## src/rtl/gct_pkg.sv

```systemverilog
// Package: shared register offsets and bit positions for the global compare timer.
// Assumes a 12-bit byte address and 32-bit data words.
package gct_pkg;
    localparam int ADDR_W = 12;

    localparam logic [ADDR_W-1:0] OFS_CNT_LO = 12'h100;
    localparam logic [ADDR_W-1:0] OFS_CNT_HI = 12'h104;
    localparam logic [ADDR_W-1:0] OFS_CNT_WS = 12'h110;
    localparam logic [ADDR_W-1:0] OFS_CMP_LO = 12'h200;
    localparam logic [ADDR_W-1:0] OFS_CMP_HI = 12'h204;
    localparam logic [ADDR_W-1:0] OFS_STEP   = 12'h208;
    localparam logic [ADDR_W-1:0] OFS_CTRL   = 12'h240;
    localparam logic [ADDR_W-1:0] OFS_ISTAT  = 12'h244;
    localparam logic [ADDR_W-1:0] OFS_IEN    = 12'h248;
    localparam logic [ADDR_W-1:0] OFS_WSTAT  = 12'h24C;

    localparam int CTRL_RUN  = 8;
    localparam int CTRL_AINC = 1;
    localparam int CTRL_CEN  = 0;

    localparam int WS_CLO  = 0;
    localparam int WS_CHI  = 1;
    localparam int WS_STEP = 2;
    localparam int WS_CTRL = 16;

    localparam int NFLAGS = 6;
    localparam int FL_CLO   = 0;
    localparam int FL_CHI   = 1;
    localparam int FL_STEP  = 2;
    localparam int FL_CTRL  = 3;
    localparam int FL_CNTLO = 4;
    localparam int FL_CNTHI = 5;

    typedef struct packed {
        logic cnt_lo;
        logic cnt_hi;
        logic cnt_ws;
        logic cmp_lo;
        logic cmp_hi;
        logic step;
        logic ctrl;
        logic istat;
        logic ien;
        logic wstat;
    } wr_sel_t;
endpackage

```

## src/rtl/gct_counter.sv

```systemverilog
// Module: gct_counter
// 64-bit free-running counter built from two bus words. A word load wins over
// counting; counting happens only while run is set. Assumes synchronous active-low reset.
module gct_counter #(
    parameter int BUS_W = 32
) (
    input  logic               clk,
    input  logic               rst_n,
    input  logic               run,
    input  logic               ld_lo,
    input  logic               ld_hi,
    input  logic [BUS_W-1:0]   wdata,
    output logic [2*BUS_W-1:0] cnt
);
    localparam int CNT_W = 2 * BUS_W;

    // Purpose: load a word from the bus, else advance when running.
    always_ff @(posedge clk) begin
        if (!rst_n) begin
            cnt <= '0;
        end else if (ld_lo || ld_hi) begin
            if (ld_lo) cnt[BUS_W-1:0]     <= wdata;
            if (ld_hi) cnt[CNT_W-1:BUS_W] <= wdata;
        end else if (run) begin
            cnt <= cnt + CNT_W'(1);
        end
    end


    count_step_chk: assert property (@(posedge clk) disable iff (!rst_n)
        (run && !ld_lo && !ld_hi) |=> (cnt == $past(cnt) + CNT_W'(1)));


    count_hold_chk: assert property (@(posedge clk) disable iff (!rst_n)
        (!run && !ld_lo && !ld_hi) |=> $stable(cnt));
endmodule

```

## src/rtl/gct_compare.sv

```systemverilog
// Module: gct_compare
// Single 64-bit comparator with optional auto-advance by a 32-bit step, and
// the sticky interrupt status flag. A bus load of a compare word wins over
// auto-advance; a new match wins over a clear in the same cycle.
module gct_compare #(
    parameter int BUS_W = 32
) (
    input  logic               clk,
    input  logic               rst_n,
    input  logic [2*BUS_W-1:0] cnt,
    input  logic               cmp_en,
    input  logic               ainc,
    input  logic [BUS_W-1:0]   step,
    input  logic               ld_lo,
    input  logic               ld_hi,
    input  logic [BUS_W-1:0]   wdata,
    input  logic               clr_stat,
    output logic [2*BUS_W-1:0] cmp,
    output logic               int_stat,
    output logic               match
);
    localparam int CNT_W = 2 * BUS_W;

    // Purpose: detect equality of counter and compare value while enabled.
    always_comb begin
        match = cmp_en && (cnt == cmp);
    end

    // Purpose: hold the compare value; bus loads first, then auto-advance on match.
    always_ff @(posedge clk) begin
        if (!rst_n) begin
            cmp <= '0;
        end else if (ld_lo || ld_hi) begin
            if (ld_lo) cmp[BUS_W-1:0]     <= wdata;
            if (ld_hi) cmp[CNT_W-1:BUS_W] <= wdata;
        end else if (match && ainc) begin
            cmp <= cmp + CNT_W'(step);
        end
    end

    // Purpose: sticky interrupt status, set by a match and cleared by software.
    always_ff @(posedge clk) begin
        if (!rst_n) begin
            int_stat <= 1'b0;
        end else if (match) begin
            int_stat <= 1'b1;
        end else if (clr_stat) begin
            int_stat <= 1'b0;
        end
    end


    auto_advance_chk: assert property (@(posedge clk) disable iff (!rst_n)
        (match && ainc && !ld_lo && !ld_hi) |=> (cmp == $past(cmp) + CNT_W'($past(step))));


    oneshot_keep_chk: assert property (@(posedge clk) disable iff (!rst_n)
        (match && !ainc && !ld_lo && !ld_hi) |=> $stable(cmp));


    match_sets_stat_chk: assert property (@(posedge clk) disable iff (!rst_n)
        match |=> int_stat);
endmodule

```

## src/rtl/gct_regs.sv

```systemverilog
// Module: gct_regs
// Register bank: decodes bus writes into per-register selects, holds control,
// enable, step and the sticky write-status flags, and muxes read data.
// Assumes BUS_W of at least 17 so that the control-status bit fits.
module gct_regs
    import gct_pkg::*;
#(
    parameter int BUS_W = 32
) (
    input  logic               clk,
    input  logic               rst_n,
    input  logic               bus_we,
    input  logic [ADDR_W-1:0]  bus_addr,
    input  logic [BUS_W-1:0]   bus_wdata,
    input  logic [2*BUS_W-1:0] cnt,
    input  logic [2*BUS_W-1:0] cmp,
    input  logic               int_stat,
    output logic               run,
    output logic               ainc,
    output logic               cmp_en,
    output logic               int_en,
    output logic [BUS_W-1:0]   step,
    output logic               ld_cnt_lo,
    output logic               ld_cnt_hi,
    output logic               ld_cmp_lo,
    output logic               ld_cmp_hi,
    output logic               clr_stat,
    output logic [BUS_W-1:0]   bus_rdata
);
    localparam int CNT_W = 2 * BUS_W;

    wr_sel_t           sel;
    logic [NFLAGS-1:0] fl_set;
    logic [NFLAGS-1:0] fl_clr;
    logic [NFLAGS-1:0] flags;

    // Purpose: turn the write strobe and address into one select per register.
    always_comb begin
        sel = '0;
        if (bus_we) begin
            case (bus_addr)
                OFS_CNT_LO: sel.cnt_lo = 1'b1;
                OFS_CNT_HI: sel.cnt_hi = 1'b1;
                OFS_CNT_WS: sel.cnt_ws = 1'b1;
                OFS_CMP_LO: sel.cmp_lo = 1'b1;
                OFS_CMP_HI: sel.cmp_hi = 1'b1;
                OFS_STEP:   sel.step   = 1'b1;
                OFS_CTRL:   sel.ctrl   = 1'b1;
                OFS_ISTAT:  sel.istat  = 1'b1;
                OFS_IEN:    sel.ien    = 1'b1;
                OFS_WSTAT:  sel.wstat  = 1'b1;
                default:    sel        = '0;
            endcase
        end
    end

    // Purpose: export load and clear strobes to the counter and comparator.
    always_comb begin
        ld_cnt_lo = sel.cnt_lo;
        ld_cnt_hi = sel.cnt_hi;
        ld_cmp_lo = sel.cmp_lo;
        ld_cmp_hi = sel.cmp_hi;
        clr_stat  = sel.istat && bus_wdata[0];
    end

    // Purpose: control bits, interrupt enable and step register.
    always_ff @(posedge clk) begin
        if (!rst_n) begin
            run    <= 1'b0;
            ainc   <= 1'b0;
            cmp_en <= 1'b0;
            int_en <= 1'b0;
            step   <= '0;
        end else begin
            if (sel.ctrl) begin
                run    <= bus_wdata[CTRL_RUN];
                ainc   <= bus_wdata[CTRL_AINC];
                cmp_en <= bus_wdata[CTRL_CEN];
            end
            if (sel.ien)  int_en <= bus_wdata[0];
            if (sel.step) step   <= bus_wdata;
        end
    end

    // Purpose: set and write-1-clear sources for each write-status flag.
    always_comb begin
        fl_set           = '0;
        fl_set[FL_CLO]   = sel.cmp_lo;
        fl_set[FL_CHI]   = sel.cmp_hi;
        fl_set[FL_STEP]  = sel.step;
        fl_set[FL_CTRL]  = sel.ctrl;
        fl_set[FL_CNTLO] = sel.cnt_lo;
        fl_set[FL_CNTHI] = sel.cnt_hi;
        fl_clr           = '0;
        fl_clr[FL_CLO]   = sel.wstat  && bus_wdata[WS_CLO];
        fl_clr[FL_CHI]   = sel.wstat  && bus_wdata[WS_CHI];
        fl_clr[FL_STEP]  = sel.wstat  && bus_wdata[WS_STEP];
        fl_clr[FL_CTRL]  = sel.wstat  && bus_wdata[WS_CTRL];
        fl_clr[FL_CNTLO] = sel.cnt_ws && bus_wdata[0];
        fl_clr[FL_CNTHI] = sel.cnt_ws && bus_wdata[1];
    end

    for (genvar i = 0; i < NFLAGS; i++) begin : g_flag
        // Purpose: one sticky flag; a new write wins over a clear.
        always_ff @(posedge clk) begin
            if (!rst_n) begin
                flags[i] <= 1'b0;
            end else if (fl_set[i]) begin
                flags[i] <= 1'b1;
            end else if (fl_clr[i]) begin
                flags[i] <= 1'b0;
            end
        end
    end

    // Purpose: return the addressed register; unmapped offsets read zero.
    always_comb begin
        bus_rdata = '0;
        case (bus_addr)
            OFS_CNT_LO: bus_rdata = cnt[BUS_W-1:0];
            OFS_CNT_HI: bus_rdata = cnt[CNT_W-1:BUS_W];
            OFS_CNT_WS: begin
                bus_rdata[0] = flags[FL_CNTLO];
                bus_rdata[1] = flags[FL_CNTHI];
            end
            OFS_CMP_LO: bus_rdata = cmp[BUS_W-1:0];
            OFS_CMP_HI: bus_rdata = cmp[CNT_W-1:BUS_W];
            OFS_STEP:   bus_rdata = step;
            OFS_CTRL: begin
                bus_rdata[CTRL_RUN]  = run;
                bus_rdata[CTRL_AINC] = ainc;
                bus_rdata[CTRL_CEN]  = cmp_en;
            end
            OFS_ISTAT:  bus_rdata[0] = int_stat;
            OFS_IEN:    bus_rdata[0] = int_en;
            OFS_WSTAT: begin
                bus_rdata[WS_CLO]  = flags[FL_CLO];
                bus_rdata[WS_CHI]  = flags[FL_CHI];
                bus_rdata[WS_STEP] = flags[FL_STEP];
                bus_rdata[WS_CTRL] = flags[FL_CTRL];
            end
            default:    bus_rdata = '0;
        endcase
    end


    ctrl_ack_chk: assert property (@(posedge clk) disable iff (!rst_n)
        sel.ctrl |=> flags[FL_CTRL]);


    ctrl_ack_clear_chk: assert property (@(posedge clk) disable iff (!rst_n)
        (sel.wstat && bus_wdata[WS_CTRL] && !sel.ctrl) |=> !flags[FL_CTRL]);


    cnt_ack_chk: assert property (@(posedge clk) disable iff (!rst_n)
        (sel.cnt_lo || sel.cnt_hi) |=> (flags[FL_CNTLO] || flags[FL_CNTHI]));
endmodule

```

## src/rtl/gct_top.sv

```systemverilog
// Module: gct_top
// Global compare timer: register bank, 64-bit counter and one comparator with
// auto-advance. The interrupt request is the status flag gated by its enable.
module gct_top #(
    parameter int BUS_W = 32
) (
    input  logic                       clk,
    input  logic                       rst_n,
    input  logic                       bus_we,
    input  logic [gct_pkg::ADDR_W-1:0] bus_addr,
    input  logic [BUS_W-1:0]           bus_wdata,
    output logic [BUS_W-1:0]           bus_rdata,
    output logic                       irq
);
    localparam int CNT_W = 2 * BUS_W;

    logic               run, ainc, cmp_en, int_en;
    logic [BUS_W-1:0]   step;
    logic               ld_cnt_lo, ld_cnt_hi, ld_cmp_lo, ld_cmp_hi, clr_stat;
    logic [CNT_W-1:0]   cnt, cmp;
    logic               int_stat, match;

    gct_regs #(.BUS_W(BUS_W)) u_regs (
        .clk(clk), .rst_n(rst_n), .bus_we(bus_we), .bus_addr(bus_addr),
        .bus_wdata(bus_wdata), .cnt(cnt), .cmp(cmp), .int_stat(int_stat),
        .run(run), .ainc(ainc), .cmp_en(cmp_en), .int_en(int_en), .step(step),
        .ld_cnt_lo(ld_cnt_lo), .ld_cnt_hi(ld_cnt_hi),
        .ld_cmp_lo(ld_cmp_lo), .ld_cmp_hi(ld_cmp_hi),
        .clr_stat(clr_stat), .bus_rdata(bus_rdata)
    );

    gct_counter #(.BUS_W(BUS_W)) u_cnt (
        .clk(clk), .rst_n(rst_n), .run(run), .ld_lo(ld_cnt_lo),
        .ld_hi(ld_cnt_hi), .wdata(bus_wdata), .cnt(cnt)
    );

    gct_compare #(.BUS_W(BUS_W)) u_cmp (
        .clk(clk), .rst_n(rst_n), .cnt(cnt), .cmp_en(cmp_en), .ainc(ainc),
        .step(step), .ld_lo(ld_cmp_lo), .ld_hi(ld_cmp_hi), .wdata(bus_wdata),
        .clr_stat(clr_stat), .cmp(cmp), .int_stat(int_stat), .match(match)
    );

    // Purpose: gate the sticky status with the interrupt enable.
    always_comb begin
        irq = int_stat && int_en;
    end


    no_match_when_off_chk: assert property (@(posedge clk) disable iff (!rst_n)
        (!cmp_en && !int_stat && !(bus_we && bus_addr == gct_pkg::OFS_CTRL)) |=> !int_stat);
endmodule

```

## config.mk

```make
export PLATFORM = sky130hd
export DESIGN_NAME = gct_top
export DESIGN_NICKNAME = d
export VERILOG_FILES = /design/src/rtl/gct_pkg.sv /design/src/rtl/gct_counter.sv /design/src/rtl/gct_compare.sv /design/src/rtl/gct_regs.sv /design/src/rtl/gct_top.sv
export SDC_FILE = /design/constraint.sdc
export NUM_CORES = 1
export LEC_CHECK = 0
export BUFFER_PORTS_ARGS = -buffer_cell sky130_fd_sc_hd__buf_4
export CAP_MARGIN = 15
export CORE_MARGIN = 8
export CORE_UTILIZATION = 35
export CTS_CLUSTER_DIAMETER = 200
export DETAILED_ROUTE_END_ITERATION = 12
export PLACE_DENSITY_LB_ADDON = 0.15
export SKIP_CTS_REPAIR_TIMING = 1
export SYNTH_ARGS = -nofsm -noshare
export SYNTH_HDL_FRONTEND = slang
export SYNTH_HIERARCHICAL = 1
export SYNTH_SLANG_ARGS = --single-unit
```

## constraint.sdc

```tcl
create_clock -name clk -period 3.4 [get_ports clk]
set_clock_uncertainty 0.1 [all_clocks]
set_input_delay 0.51 -clock clk [delete_from_list [all_inputs] [get_ports clk]]
set_output_delay 0.51 -clock clk [all_outputs]
set_load 0.02 [all_outputs]
```

* Word level (Yosys, flattened, before mapping)
Index checks and enable logic that the tools add are counted.
** Operators by class
- Shifts and indexed selects :: 0
- Muxes and demuxes :: 41
- Add/sub/neg operators :: 2
- Equal/unequal tests :: 15
- Bitwise gates (word level) :: 0
- Multipliers :: 0
- Reductions and logical operators :: 25
- Divide/modulo/power cells :: 0
- $lt $le $gt $ge :: 0
** Operators with widths (count)
- 2-to-1 mux 64 bit :: 4
- 2-to-1 mux 32 bit :: 4
- == test 12 x 10 -> 1 bit (second input constant) :: 7
- one-hot mux 15 bit (5 select lines) :: 1
- adder 64 x 1 -> 64 bit (second input constant) :: 1
- adder 64 x 32 -> 64 bit :: 1
- == test 64 bit :: 1
- == test 12 x 9 -> 1 bit (second input constant) :: 3
- one-hot mux 7 bit (5 select lines) :: 1
- one-hot mux 5 bit (5 select lines) :: 1
- 2-to-1 mux 1 bit :: 24
- one-hot mux 1 bit (6 select lines) :: 3
- nonzero test 2 bit :: 9
- logical AND 1 bit :: 10
- 2-to-1 mux 10 bit :: 1
- one-hot mux 1 bit (10 select lines) :: 1
- != test 2 bit (second input constant) :: 4
- one-hot mux 1 bit (8 select lines) :: 1
- AND reduction 2 bit :: 4
- logical OR 1 bit :: 2
** Storage, ports and cells
- Memories :: 0
- Input bits :: 47
- ROM bits :: 0
- Memory bits (writable) :: 0
- Latch bits :: 0
- Bits in registers :: 171
- Output and inout bits :: 33
- Word-level logic and storage cells :: 99

* Longest topological paths before layout
- Word-level depth :: 6
- Depth in mapped cells :: 13
- Gate-level depth less buffers :: 11

* Cells and area by module
Netlist, hierarchy kept.
** Modules (own cells, without submodules)
- gct_compare :: cells an instance 840, sequential area each 1301.2 sq um, area an instance 6217.2 sq um, times used 1
- gct_counter :: cells an instance 557, sequential area each 1281.2 sq um, area an instance 4171.5 sq um, times used 1
- gct_regs :: cells an instance 359, sequential area each 840.8 sq um, area an instance 3138.0 sq um, times used 1
- gct_top :: cells an instance 1, sequential area each 0.0 sq um, area an instance 6.3 sq um, times used 1

* Least setup slack after synthesis
OpenSTA, ideal clock, no wires.
- Kind :: register to register
- From :: reg u_cmp.cmp[0]
- To :: reg u_cmp.cmp[54]
- Arrival :: 2.888 ns
- Path slack :: 0.297 ns
- Period minus slack after synthesis :: 3.103 ns
- Cell stages (with the launch flop) :: 12
- Cells stage by stage :: dfxtp_1 > ha_1 > fa_1 > a21oi_1 > o21ai_0 > and3_1 > o211ai_1 > a2111oi_2 > o21ai_2 > a2111oi_2 > mux2_2 > o21ba_2
** On the way
- Longest elaborated chain between the ends :: 5
** Ends and longest elaborated chain
- start, declared :: line gct_compare.sv:18 : output logic [2*BUS_W-1:0] cmp,
- start signal, assigned by index :: line gct_compare.sv:34 : if (ld_lo) cmp[BUS_W-1:0] <= wdata;
- start signal, assigned by index :: line gct_compare.sv:35 : if (ld_hi) cmp[CNT_W-1:BUS_W] <= wdata;
- start signal, assigned :: line gct_compare.sv:37 : cmp <= cmp + CNT_W'(step);
- parallel branches: the longest is 5 deep, another holds adder 64 x 32 -> 64 bit
Parallel ways; which one is timed is not known. The select of a mux whose other input is x is not followed.
A chain may end at the register's enable or synchronous reset.

* Worst setup path after layout
- From :: reg u_cmp.cmp[24]
- To :: reg u_cmp.cmp[45]
The elaborated chain is that of the path after synthesis.

==> impl_summary.md <==
Clock tree
Counting every sink on the clock net gives 171. The TritonCTS clock tree is yes. The latest clock arrival within the worst-skew pair is 450 ps.

The post-CTS clock slew at the launch and capture registers of the worst setup and hold paths is 70 ps. The clock passes through at most 2 buffers. The count of H-tree levels built during CTS is 4. Buffers inserted during clock tree synthesis total 17.

The root buffer cell is clkbuf_16.

Critical path
The kind of critical path is register to register. The start point of the critical path is u_cmp/cmp[24]$_SDFFE_PN0P_. STA puts the critical path data arrival time at 3550 ps.

The endpoint required time on the critical path is 3600 ps. The beginning of the worst register-to-register path is u_cmp/cmp[24]$_SDFFE_PN0P_. STA classifies the critical path endpoint as a register. The largest fanout of any net on the critical path is 5. The critical path launch point type is a register.

STA
Timing would allow up to 298 MHz. In this run the tightest slew margin relative to its limit is 39.0%. The number of pins with negative max-slew slack in the final report is 0. The part of the cycle the worst path needs is 98.5%. The worst-margin pin slew is 907 ps. For the finished layout, the period the worst path requires is 3350 ps. The count of endpoints failing hold in the final timing report is 0. The worst path meets setup with 49.5 ps of slack. The setup violation total in the final timing report is 0.

Pwr
Summed over all cells, the static leakage comes to 5.97 nW. The power density over cell area is 269 nW/µm². Combinational logic is responsible for 7.5% of the overall power. The clock power share is 47.6%.

Sequential cells account for 44.9% of the total power. The internal power is 0.00331 W. Net switching is 26.2% of the power. VDD sags by at most 0.375 mV. The net switching power of the design is 0.00118 W.

GRT
The maximum number of pins on one net before global-route repair is 56. The number of global-route vias before repair is 14900. In the global route stage, met1 resource usage came out at 40.8%. Global routing used 5.22% of the available met3 tracks. The routing layer with the top usage in global route is met2. The first global-routing pass estimated 105000 µm of wire. After global routing the overflow that remains totals 0.

The initial antenna violation count is 0. In the global route stage, overall resource usage came out at 31.7%. For this run, global-route usage on met2 was measured as 50.4%.

Worst hold path
In this run the worst hold path is classified as input port to register. The critical hold path startpoint is bus_wdata[18].

Drt
The routed design has 72900 µm of wire. The number of iterations in the first detailed-routing pass is 6. In this run the remaining antenna-violating nets after routing total 0. After detailed routing, the number of remaining DRC violations is 0. The mean number of vias per cell is 6.38. The first routing iteration left 2010 violations.

In the final routed layout, each cell accounts on average for 29.5 µm. The count of vias placed by the detailed router is 15800.

Job
The tool flagged a number of max-cap violations equal to 0.

Synthesis
For this run, the register share of the synthesized area comes to 25.3%. For this run, the number of Yosys warnings is 6. The number of enable-type register cells in the synthesized netlist is 0. The most used flip-flop cell after synthesis is dfxtp_1. Synthesis produced 1757 cells. Summing every instance area after synthesis gives 13500 µm². In the synthesized netlist the async set-or-reset flop fraction comes to 0%. The number of nets handed over by synthesis was 1838.

After synthesis the netlist holds a flip-flop and latch count of 171. A synthesized cell averages 7.70 µm². The number of distinct library cell variants in the gate-level netlist after synthesis is 92.

Outcome
The run finished with clean final reports.

Layout
The final-stage net count is 2027. Compared with the post-synthesis result, the final layout area differs by 23.2%. The fraction of layout instances using a drive strength above 1 is 19.3%.

In the layout the commonest cells are 281 x buf_4, 171 x dfxtp_1, 163 x nand2_1. The library cell used most frequently in the layout, excluding fill and tap cells, is buf_4. The final standard cell area without fillers is 16700 µm². The number of antenna cells inserted is 0.

Placed design
The worst-case setup slack after placement is -91.4 ps. The placed instances occupy a cell area of 16000 µm². In this run the tool buffered the top-level ports with 79 buffer cells. The placed wire-length estimate is 56400 µm. The congestion estimate from routability-driven global placement came to 1.04.

Floorplanning
The vertical die dimension is 213 µm. The die span in x is 213 µm. The starting density of the core is 35.3%. The area of the die is 45200 µm².

The core footprint is 38400 µm². In this run the count of I/O pins placed on the die edge is 80. The number of core rows is 72.
-- final timing paths --
check	endpoint	slack, ps	depth (start not counted)
max	u_cmp/cmp[45]$_SDFFE_PN0P_	50	11
min	u_regs/step[18]$_SDFFE_PN0P_	290	3
max reg2reg	u_cmp/cmp[45]$_SDFFE_PN0P_	50	11
min reg2reg	u_regs/flags[3]$_SDFFE_PN0P_	440	2
-- critical path: stages, from the launching register on --
cell      delay [ps]
dfxtp_1          560
ha_1             340
a21o_1           170
a21o_1           170
a21oi_1          290
o21ai_0          200
nor3_2           300
o21a_1           320
buf_4            240
nor2_1            60
a211oi_1         330
nor4_1           110
-- logic make-up after synthesis --
logic type,after synthesis,synth area share (%)
AO/OA/AOI/OAI,555,28.4
XOR/XNOR,97,6.33
adder cells (fa/ha/maj),34,3.20
buffers and inverters,159,5.21
flip-flops,171,25.3
multiplexers,53,3.96
AND/OR/NAND/NOR,688,27.6
-- power by group through the flow --
stage | Combinational, W | Sequential, W | Clock, W
finish | 0.000336 | 0.00201 | 0.00213
global route | 0.000342 | 0.00201 | 0.00225
CTS | 0.000328 | 0.00201 | 0.00217
detailed placement | 0.000328 | 0.00206 | 0
global placement | 0.000328 | 0.00206 | 0
floorplan | 0.000126 | 0.00206 | 0
-- per-stage QoR --
step                cells  hold WS [ps]  setup TNS, ps  util, %  total power [W]
floorplan            1757           358              0        -          0.00219
global placement     2444           385           -209     41.7          0.00239
detailed placement   2444           425           -139     41.7          0.00239
CTS                  2476           263           -116     43.3          0.00451
global route         2477           271          -58.8     43.4          0.00461
finish               2477           289              0     43.4          0.00448
-- state kept, by name (all words and copies together), names as in the netlist --
| signal | count |
|---|---|
| u_regs/run | 1 |
| u_regs/int_en | 1 |
| u_regs/ainc | 1 |
| u_regs/flags | 6 |
| u_regs/cmp_en | 1 |
| u_cmp/cmp | 64 |
| u_regs/step | 32 |
| u_cnt/cnt | 64 |
| u_cmp/int_stat | 1 |
-- per-layer routing --
layer / vias to the layer above / part of all wire (%) / routed length, µm
met5: - / 0 / 0
met3: 183 / 7.8 / 5720
met1: 7644 / 42 / 30700
li1: 7080 / - / -
met4: 0 / 5.7 / 4140
met2: 889 / 44 / 32400
-- synth_stat cells (all sizes together), types with 5 or more instances --
library cell | count | area, µm²
a211oi | 27 | 203
a21boi | 7 | 52.6
a21o | 19 | 143
a21oi | 80 | 400
a22o | 34 | 298
a22oi | 60 | 450
a311oi | 18 | 158
a31oi | 44 | 275
a32o | 5 | 50.1
and2 | 21 | 131
and3 | 29 | 184
and4 | 19 | 166
buf | 24 | 148
clkbuf | 101 | 430
dfxtp | 171 | 3420
ha | 33 | 413
inv | 32 | 120
mux2i | 49 | 490
nand2 | 164 | 616
nand2b | 24 | 150
nand3 | 75 | 388
nand3b | 8 | 63.8
nand4 | 49 | 313
nor2 | 108 | 405
nor2b | 46 | 288
nor3 | 31 | 160
nor3b | 6 | 45.0
nor4 | 50 | 377
nor4b | 9 | 78.8
o211a | 10 | 100
o211ai | 12 | 90.1
o21a | 15 | 113
o21ai | 111 | 559
o221ai | 6 | 52.6
o22ai | 28 | 175
o311a | 5 | 50.1
o311ai | 5 | 43.8
o31a | 8 | 71.3
o31ai | 12 | 95.1
or2 | 6 | 40.0
or3 | 21 | 131
or4 | 14 | 116
xnor2 | 80 | 708
xor2 | 17 | 149
-- area by class of cell --
cell class              instances  area, µm²
well taps                     518        648
flip-flops and latches        171       3420
multi-input cells            1427       9470
inverters                      34        128
clock buffers                  21        460
fillers                      4000      21700
clock inverters                11        144
repair buffers                295       2390
Power figures use the tool's default switching activity.
